$ cat config.mk
export PLATFORM = sky130hd
export DESIGN_NAME = dual_irq_ctrl
export DESIGN_NICKNAME = d
export VERILOG_FILES = /design/src/rtl/icu_pkg.sv /design/src/rtl/icu_src.sv /design/src/rtl/icu_pick.sv /design/src/rtl/dual_irq_ctrl.sv
export SDC_FILE = /design/constraint.sdc
export NUM_CORES = 1
export LEC_CHECK = 0
export ABC_CLOCK_PERIOD_IN_PS = 52800
export BUFFER_PORTS_ARGS = -buffer_cell sky130_fd_sc_hd__buf_2
export CAP_MARGIN = 30
export CORE_MARGIN = 2
export CORE_UTILIZATION = 67
export DETAILED_ROUTE_END_ITERATION = 6
export PLACE_DENSITY = 0.88
export SLEW_MARGIN = 20
export SYNTH_ARGS = -nofsm -noshare
export SYNTH_HDL_FRONTEND = slang
export SYNTH_SLANG_ARGS = --single-unit
export TNS_END_PERCENT = 1
$ cat constraint.sdc
create_clock -name clk -period 52.8 [get_ports clk]
set_input_delay 10.56 -clock clk [delete_from_list [all_inputs] [get_ports clk]]
set_output_delay 10.56 -clock clk [all_outputs]
set_load 0.01 [all_outputs]
$ cat src/rtl/icu_pkg.sv
package icu_pkg;
  localparam int DATA_W = 32;
  localparam int ADDR_W = 6;
  localparam int PRIO_W = 4;

  // configuration word layout
  localparam int F_PRIO = 0;
  localparam int F_TGT  = 8;
  localparam int F_POL  = 9;
  localparam int F_EN   = 10;
  localparam int F_PEND = 12;
  localparam int W_PRIO = 16;
  localparam int W_TGT  = 17;
  localparam int W_POL  = 18;
  localparam int W_EN   = 19;
  localparam int C_CLR  = 20;

  // word address map
  localparam logic [ADDR_W-1:0] A_BASE0 = 6'd0;
  localparam logic [ADDR_W-1:0] A_BASE1 = 6'd1;
  localparam logic [ADDR_W-1:0] A_THR0  = 6'd2;
  localparam logic [ADDR_W-1:0] A_THR1  = 6'd3;
  localparam logic [ADDR_W-1:0] A_VEC0  = 6'd4;
  localparam logic [ADDR_W-1:0] A_VEC1  = 6'd5;
  localparam int                A_SRC0  = 32;

  typedef struct packed {
    logic              en;
    logic              pol;
    logic              tgt;
    logic [PRIO_W-1:0] prio;
  } src_cfg_t;
endpackage

$ cat src/rtl/icu_src.sv
module icu_src
  import icu_pkg::*;
(
  input  logic              clk,
  input  logic              rst_n,
  input  logic              sel_wr,
  input  logic [DATA_W-1:0] wdata,
  input  logic              src_in,
  output src_cfg_t          cfg,
  output logic              pend
);
  src_cfg_t cfg_d;
  logic     pend_d;

  always_comb begin
    cfg_d = cfg;
    if (wdata[W_PRIO]) cfg_d.prio = wdata[F_PRIO +: PRIO_W];
    if (wdata[W_TGT])  cfg_d.tgt  = wdata[F_TGT];
    if (wdata[W_POL])  cfg_d.pol  = wdata[F_POL];
    if (wdata[W_EN])   cfg_d.en   = wdata[F_EN];
    pend_d = (sel_wr && wdata[C_CLR]) ? 1'b0 : (src_in ^ cfg.pol);
  end

  always_ff @(posedge clk or negedge rst_n) begin
    if (!rst_n) begin
      cfg  <= '0;
      pend <= 1'b0;
    end else begin
      if (sel_wr) cfg <= cfg_d;
      pend <= pend_d;
    end
  end
endmodule

$ cat src/rtl/icu_pick.sv
module icu_pick
  import icu_pkg::*;
#(
  parameter int N_SRC = 8,
  parameter int IDX_W = 4
) (
  input  logic [N_SRC:1]        req,
  input  logic [N_SRC*PRIO_W-1:0] prio_flat,
  input  logic [PRIO_W-1:0]     thr,
  output logic                  valid,
  output logic [IDX_W-1:0]      idx
);
  logic [PRIO_W-1:0] best;

  always_comb begin
    best  = thr;
    idx   = '0;
    valid = 1'b0;
    for (int i = 1; i <= N_SRC; i++) begin
      if (req[i] && (prio_flat[(i-1)*PRIO_W +: PRIO_W] > best)) begin
        best  = prio_flat[(i-1)*PRIO_W +: PRIO_W];
        idx   = IDX_W'(i);
        valid = 1'b1;
      end
    end
  end
endmodule

$ cat src/rtl/dual_irq_ctrl.sv
module dual_irq_ctrl
  import icu_pkg::*;
#(
  parameter int N_SRC = 8
) (
  input  logic              clk,
  input  logic              rst_n,
  input  logic [N_SRC:1]    src_in,
  input  logic              wr_en,
  input  logic [ADDR_W-1:0] addr,
  input  logic [DATA_W-1:0] wdata,
  output logic [DATA_W-1:0] rdata,
  output logic              irq_norm,
  output logic              irq_fast
);
  localparam int IDX_W = $clog2(N_SRC + 1);
  localparam int N_TGT = 2;

  logic [1:0] rst_pipe;
  logic       rst_int_n;

  always_ff @(posedge clk or negedge rst_n) begin
    if (!rst_n) rst_pipe <= 2'b00;
    else        rst_pipe <= {rst_pipe[0], 1'b1};
  end
  assign rst_int_n = rst_pipe[1];

  src_cfg_t                  cfg [N_SRC:1];
  logic [N_SRC:1]            sel_wr, pend_vec, en_vec, tgt_vec;
  logic [N_SRC*PRIO_W-1:0]   prio_flat;
  logic [DATA_W-1:0]         base_q [N_TGT];
  logic [PRIO_W-1:0]         thr_q  [N_TGT];
  logic [DATA_W-1:0]         vec    [N_TGT];
  logic [N_TGT-1:0]          win_valid;
  logic [IDX_W-1:0]          win_idx [N_TGT];

  for (genvar i = 1; i <= N_SRC; i++) begin : g_src
    assign sel_wr[i] = wr_en && (addr == ADDR_W'(A_SRC0 + i));
    icu_src u_src (
      .clk    (clk),
      .rst_n  (rst_int_n),
      .sel_wr (sel_wr[i]),
      .wdata  (wdata),
      .src_in (src_in[i]),
      .cfg    (cfg[i]),
      .pend   (pend_vec[i])
    );
    assign en_vec[i]  = cfg[i].en;
    assign tgt_vec[i] = cfg[i].tgt;
    assign prio_flat[(i-1)*PRIO_W +: PRIO_W] = cfg[i].prio;
  end

  for (genvar t = 0; t < N_TGT; t++) begin : g_tgt
    logic              wr_base, wr_thr;
    logic [DATA_W-1:0] base_r;
    logic [PRIO_W-1:0] thr_r;
    logic [N_SRC:1]    req;
    logic [IDX_W-1:0]  idx;
    logic              vld;

    assign wr_base = wr_en && (addr == ADDR_W'(32'(A_BASE0) + t));
    assign wr_thr  = wr_en && (addr == ADDR_W'(32'(A_THR0) + t));

    always_ff @(posedge clk or negedge rst_int_n) begin
      if (!rst_int_n) begin
        base_r <= '0;
        thr_r  <= '0;
      end else begin
        if (wr_base) base_r <= wdata;
        if (wr_thr)  thr_r  <= wdata[PRIO_W-1:0];
      end
    end

    assign req = pend_vec & en_vec & ((t == 1) ? tgt_vec : ~tgt_vec);

    icu_pick #(.N_SRC(N_SRC), .IDX_W(IDX_W)) u_pick (
      .req       (req),
      .prio_flat (prio_flat),
      .thr       (thr_r),
      .valid     (vld),
      .idx       (idx)
    );

    assign base_q[t]    = base_r;
    assign thr_q[t]     = thr_r;
    assign win_valid[t] = vld;
    assign win_idx[t]   = idx;
    assign vec[t]       = base_r + (DATA_W'(idx) << 3);
  end

  assign irq_norm = win_valid[0];
  assign irq_fast = win_valid[1];

  always_comb begin
    rdata = '0;
    case (addr)
      A_BASE0: rdata = base_q[0];
      A_BASE1: rdata = base_q[1];
      A_THR0:  rdata = DATA_W'(thr_q[0]);
      A_THR1:  rdata = DATA_W'(thr_q[1]);
      A_VEC0:  rdata = vec[0];
      A_VEC1:  rdata = vec[1];
      default: begin
        for (int i = 1; i <= N_SRC; i++) begin
          if (addr == ADDR_W'(A_SRC0 + i)) begin
            rdata[F_PRIO +: PRIO_W] = cfg[i].prio;
            rdata[F_TGT]            = cfg[i].tgt;
            rdata[F_POL]            = cfg[i].pol;
            rdata[F_EN]             = cfg[i].en;
            rdata[F_PEND]           = pend_vec[i];
          end
        end
      end
    endcase
  end
endmodule

==> results by group, run 1 <==
Outcome
  – Status: complete, no violations

Yosys
  – Mapped cell area: 0.0109 mm2
  – Synth top cells by count: mux2_2, dfrtp_1, nand2_1, nor2_1, ha_1
  – Yosys top cell by area: dfrtp_1
  – Register area share after synthesis: 31.6%
  – Post-synthesis cell type count: between 90 and 100
  – Mean Syn Cell Area: 9.38 um2
  – Mapped Cells: around 1.2k
  – Number of synthesized flops with an enable pin: 0
  – Seq cells post-synth: ~140
  – Yosys warning total: 0
  – Syn_nets: 1275
  – Most frequent cell after synthesis: mux2_2
  – Yosys top cell area share: 31.6%
  – Async SR Flop Fraction: 100%
  – Dominant cells by area after synthesis: dfrtp_1, mux2_2, ha_1, nand2_1, nor2_1
  – Synth Flop Type: dfrtp_1

Flow run
  – Total of max-cap violations: 0

Worst setup path
  – Worst Path Max Fanout: 10
  – Worst Path Arrival: 17420 ps
  – RR Endpoint: g_src[4].u_src.cfg[3]$_DFFE_PN0P_
  – Worst Setup End Kind: output pin
  – R2R depth: 2
  – Critical Path End: rdata[31]
  – Largest stage delay, worst path: 780 ps
  – CP Data Required Time: 42240 ps
  – Cell with the largest stage delay on the worst path: nor4_1
  – Worst R2R Start: rst_pipe[1]$_DFF_PN0_
  – Worst Setup SP: g_src[1].u_src.cfg[2]$_DFFE_PN0P_
  – Reg2reg setup slack: a little over 50000 ps
  – Crit path launch type: flop
  – Kind of critical path: reg2out
  – CP dominant cell by count: ha_1

Clock tree
  – Clk sink count: 138
  – Clk root buf: clkbuf_16
  – Setup Fix Bufs, Post-CTS: 0
  – Maximum clock path buffer count: 2
  – Clock network latency to the later pin of the worst-skew pair: roughly 420 ps
  – H-Tree Depth: 4
  – CTS buffer count: 17
  – Resized Gates After CTS: 0
  – CTS clk-pin slew, worst paths: 60 ps
  – CTS tree: done
  – CTS Hold Bufs: 0

Die
  – I/O pin cnt: 83
  – Die H: 132 um
  – Die W: 132 um
  – Core Region: 0.0159 mm2
  – Initial Utilization: 68.8%
  – Rows: 46
  – DIE AREA: 0.0173 mm2

Power
  – Clock Power Share: around 38%
  – Net Switching: between 0.1 and 0.15 mW
  – Sequential Power Share: 37.6%
  – Combinational share of power: 24.9%
  – Power Internal: 0.248 mW
  – Worst VDD drop: 0.0000316 V
  – Switching Share: 31.6%
  – Pwr per Cell Area: ~30 mW/mm2
  – Leak pwr: 5.51 nW
  – Tot Pwr: approximately 0.36 mW

Hold path
  – Worst Hold Class: reg2reg
  – Min-delay src: rst_pipe[0]$_DFF_PN0_

Detailed routing
  – DRT Wirelength: between 30 and 40 mm
  – Initial DRC count: 1404
  – Via/cell ratio: between 7 and 8
  – DRC errors left: 0
  – TritonRoute pass-1 iters: 7
  – DR WL/cell: 23.3 um
  – Remaining antenna violation count: 0
  – Via count: 10.3k

Timing
  – Setup TNS Final: 0 ps
  – Worst-Margin Slew: 1020 ps
  – Final hold viol count: 0
  – Max Slew Vio Count: 0
  – RSZ-0062 raised after global routing: false
  – Final setup violating endpoints: 0
  – Final worst-path cycle share: 53.0%
  – FMAX: 0.0357 GHz
  – Max-slew headroom: 31.2%
  – Skew final: 6.11 ps
  – Tmin final: between 20000 and 30000 ps

Place
  – PortBufs: 82
  – Final GP Congestion: 0.973
  – DP HPWL: between 20 and 25 mm

Global routing
  – Total track usage: 38.7%
  – Largest net degree at the start of global routing: 72
  – First-pass GRT wire length: 53.3 mm
  – Initial antenna violation count: 0
  – Vias in the first global route: about 10k
  – Total gr overflow: 0

Final layout
  – Final nets: approximately 1.3k
  – Number of fill cells: 1043
  – Layout area overhead: 11.1%
  – Ratio of cells with drive above 1 in the final layout: 24.5%
[logic make-up after synthesis]
kind of cell | synth area share, %
xor gates and xnor gates | 5.13
buffers and inverters | 3.52
other | 0.0343
AOI/OAI and AO/OA | 18.8
muxes | 17.5
adders and majority gates | 7.24
and+or+nand+nor | 16.2
DFF | 31.6
[layout make-up]
class | count | area [um2] | area share [%]
Antenna cell | 2 | 5.00 | 0.0412
Clock buffer | 19 | 443 | 3.65
Clock inverter | 12 | 221 | 1.83
Inverter | 44 | 165 | 1.36
Multi-Input combinational cell | 933 | 7090 | 58.4
Sequential cell | 138 | 3460 | 28.5
Tap cell | 216 | 270 | 2.23
Timing Repair Buffer | 89 | 480 | 3.96
[cell usage in the layout (no fill, tap or decap), types with 25 or more instances in the layout]
cell type and count:
xor2_1 32, nor2_1 82, o21ai_0 43, o22ai_1 25, ha_1 60, xnor2_1 32
nand3_1 42, inv_1 44, nand2_1 101, mux2_2 139, a21oi_1 52, dfrtp_1 137
nand4_1 25, buf_2 83
[through the flow]
stage | instances | setup slack, ps | utilization [%] | cell area [um2] | hold slack, ps
2_1_floorplan | 1164 | 27850 | - | 10900 | 331
3_3_place_gp | 1418 | 26130 | 71.9 | 11400 | 337
3_5_place_dp | 1419 | 25920 | 72.0 | 11400 | 339
4_1_cts | 1450 | 25350 | 76.2 | 12100 | 353
5_1_grt | 1451 | 23910 | 76.4 | 12100 | 369
6_report | 1453 | 24820 | 76.4 | 12100 | 350
[state kept, by name, indices dropped and copies added (netlist names)]
register / cells
g_tgt.base_r: 64
rst_pipe: 2
g_src.u_src.cfg: 56
g_tgt.thr_r: 8
g_src.u_src.pend: 8
[power by group through the flow]
| stage | sequential (mW) | combinational (mW) | clock (mW) |
|---|---|---|---|
| floorplan | 0.130 | 0.0685 | 0 |
| global placement | 0.136 | 0.0837 | 0 |
| detailed placement | 0.136 | 0.0870 | 0 |
| CTS | 0.135 | 0.0882 | 0.136 |
| global route | 0.137 | 0.0994 | 0.140 |
| finish | 0.136 | 0.0902 | 0.136 |
[per-layer routing]
| metal | GRT usage, % | routed length, um | vias to the layer above |
|---|---|---|---|
| li1 | - | - | 4461 |
| met5 | 0 | 0 | - |
| met1 | 49.0 | 12800 | 4943 |
| met3 | 6.94 | 3410 | 170 |
| met4 | 21.4 | 1930 | 0 |
| met2 | 63.1 | 15700 | 751 |
[worst min-delay path by stage]
stage                            end  slack (ps)  cells after the start
2_1_floorplan  rst_pipe[1]$_DFF_PN0_         330                      0
3_3_place_gp   rst_pipe[1]$_DFF_PN0_         340                      0
3_5_place_dp   rst_pipe[1]$_DFF_PN0_         340                      0
4_1_cts        rst_pipe[1]$_DFF_PN0_         350                      0
5_1_grt        rst_pipe[1]$_DFF_PN0_         370                      0
6_report       rst_pipe[1]$_DFF_PN0_         350                      0
[critical path, delay by kind of cell (launching register included)]
| family | cells | cell delay [ps] |
|---|---|---|
| multiplexers | 5 | 1520 |
| AO/OA/AOI/OAI | 26 | 5290 |
| adder cells (fa/ha/maj) | 9 | 2610 |
| AND/OR/NAND/NOR | 28 | 6110 |
| buffers and inverters | 5 | 680 |
| flip-flops | 1 | 580 |
| XOR/XNOR | 1 | 160 |
(Power assumes the default switching activity.)
==> inputs of run 2 (changes only) <==
--- a/config.mk
+++ b/config.mk
@@ -5,13 +5,13 @@
 export SDC_FILE = /design/constraint.sdc
 export NUM_CORES = 1
 export LEC_CHECK = 0
-export ABC_CLOCK_PERIOD_IN_PS = 52800
+export ABC_CLOCK_PERIOD_IN_PS = 27200
 export BUFFER_PORTS_ARGS = -buffer_cell sky130_fd_sc_hd__buf_2
 export CAP_MARGIN = 30
 export CORE_MARGIN = 2
-export CORE_UTILIZATION = 67
+export CORE_UTILIZATION = 62
 export DETAILED_ROUTE_END_ITERATION = 6
-export PLACE_DENSITY = 0.88
+export PLACE_DENSITY = 0.82
 export SLEW_MARGIN = 20
 export SYNTH_ARGS = -nofsm -noshare
 export SYNTH_HDL_FRONTEND = slang
==> constraint.sdc (replaced) <==
create_clock -name clk -period 27.2 [get_ports clk]
set_input_delay 5.44 -clock clk [delete_from_list [all_inputs] [get_ports clk]]
set_output_delay 5.44 -clock clk [all_outputs]
set_load 0.01 [all_outputs]
==> results by group, run 2 (synthesized netlist as in run 1, its figures left out) <==
Worst setup path
  – RR Endpoint: g_src[8].u_src.cfg[6]$_DFFE_PN0P_
  – Largest stage delay, worst path: 460 ps
  – R2R depth: 2
  – Reg2reg setup slack: around 25000 ps
  – CP Data Required Time: between 20000 and 25000 ps
  – Crit path launch type: flop
  – Worst Path Buf+Inv: 8
  – CP delay by family, top: compound AO/OA/AOI/OAI gates
  – Worst R2R Start: rst_pipe[1]$_DFF_PN0_
  – Worst Path Arrival: 16510 ps
  – Worst Setup SP: g_tgt[0].thr_r[2]$_DFFE_PN0P_
  – Worst Setup End Kind: output pin
  – CP dominant cell by count: ha_1
  – Kind of critical path: reg2out
  – Worst Path Max Fanout: 10
  – Cell with the largest stage delay on the worst path: dfrtp_1

Die
  – DIE AREA: 0.0187 mm2
  – Die H: ~140 um
  – Core Region: 0.0172 mm2
  – Rows: 48
  – I/O pin cnt: 83
  – Die W: 137 um
  – Initial Utilization: 63.4%

Power
  – Combinational share of power: 24.9%
  – Sequential Power Share: 37.8%
  – Power Internal: 0.475 mW
  – Clock Power Share: 37.4%
  – Tot Pwr: 0.697 mW
  – Leak pwr: 5.54 nW
  – Pwr per Cell Area: 57.4 mW/mm2
  – Net Switching: ~0.22 mW
  – Worst VDD drop: 0.0000440 V
  – Switching Share: 31.8%

Timing
  – Final hold viol count: 0
  – Max Slew Vio Count: 0
  – Final setup violating endpoints: 0
  – Skew final: 6.42 ps
  – RSZ-0062 raised after global routing: false
  – Final worst-path cycle share: 80.7%
  – Tmin final: 21950 ps
  – Max-slew headroom: 33.1%
  – Final hold slack: 305 ps
  – Worst-Margin Slew: around 1000 ps
  – Setup TNS Final: 0 ps
  – FMAX: 0.0455 GHz
  – Final WS setup: 5250 ps

Detailed routing
  – DRT Wirelength: 32.4 mm
  – Initial DRC count: 913
  – Via count: 9938
  – TritonRoute pass-1 iters: 7
  – Via/cell ratio: 6.78
  – Remaining antenna violation count: 0
  – DR WL/cell: 22.1 um
  – DRC errors left: 0

Clock tree
  – CTS Hold Bufs: 0
  – Clock network latency to the later pin of the worst-skew pair: 420 ps
  – Clk sink count: 138
  – Setup Fix Bufs, Post-CTS: 0
  – CTS clk-pin slew, worst paths: 60 ps
  – CTS buffer count: 17
  – Clk root buf: clkbuf_16
  – Maximum clock path buffer count: 2
  – H-Tree Depth: 4
  – Resized Gates After CTS: 0
  – CTS tree: done

Hold path
  – Worst Hold Class: reg2async

Global routing
  – Total track usage: 35.5%
  – GRT met2 Usage: 59.3%
  – Largest net degree at the start of global routing: 51
  – Initial antenna violation count: 0
  – Vias in the first global route: 9632
  – Met1 Use GR: between 40% and 50%
  – Met3 Use GR: 5.93%
  – Total gr overflow: 0
  – First-pass GRT wire length: about 51 mm
  – Global routing's busiest layer: met2

Final layout
  – Largest registers: g_tgt.base_r (64), g_src.u_src.cfg (56)
  – Number of fill cells: 1259
  – Post-route cell area: between 0.01 and 0.015 mm2
  – Most common cell after layout, fill and taps aside: mux2_2
  – Max FFs per register: 64
  – FF+latch area: between 0.003 and 0.004 mm2
  – Diodes inserted: 0
  – Ratio of cells with drive above 1 in the final layout: 24.9%
  – Layout area overhead: 11.2%
  – Footprint of the multi-input gates: 0.00709 mm2
  – Final nets: 1339
  – Most frequent cells in the layout: mux2_2, dfrtp_1, nand2_1
  – Top reg by flops: g_tgt.base_r

Place
  – PortBufs: 82
  – Pre-CTS WS: ~5700 ps
  – DP HPWL: around 24 mm
  – Post-Place Cell Area: 0.0115 mm2
  – Final GP Congestion: 0.992

Outcome
  – Status: complete, no violations

Flow run
  – Total of max-cap violations: 0
-- run 2: cell type report --
type	instances	area share (%)
multi-input cells	933	58.3
flip-flops and latches	138	28.4
repair buffers	94	4.08
clock buffers	19	3.73
well taps	225	2.32
clock inverters	13	1.76
inverters	44	1.36
-- run 2: metrics by stage --
stage,utilization [%],std cells
3_3_place_gp,66.6,1432
6_report,70.5,1466
4_1_cts,70.5,1465
3_5_place_dp,66.6,1433
2_1_floorplan,-,1164
5_1_grt,70.5,1466
-- run 2: power groups by stage --
stage               logic, mW  registers (mW)  clock network [mW]
CTS                     0.171           0.261               0.261
floorplan               0.133           0.253                   0
global route            0.191           0.266               0.270
detailed placement      0.169           0.264                   0
global placement        0.165           0.263                   0
finish                  0.173           0.263               0.261
-- run 2: how the worst max path moves through the flow --
stage / to / cells after the start
final: rdata[28] / 75
after global routing: rdata[28] / 76
after CTS: rdata[28] / 72
after detailed placement: rdata[28] / 73
after global placement: rdata[28] / 74
after floorplan: rdata[31] / 69
-- run 2: worst register-to-register path: cells and delay by family, from the launching register on --
kind	cells	cell delay [ps]
DFF	1	760
buffers and inverters	2	1290
-- run 2: per-layer routing --
layer  vias up  wire length, um
met4         0             1480
met5         -                0
li1       4470                -
met2       515            15400
met1      4821            13000
met3       132             2470
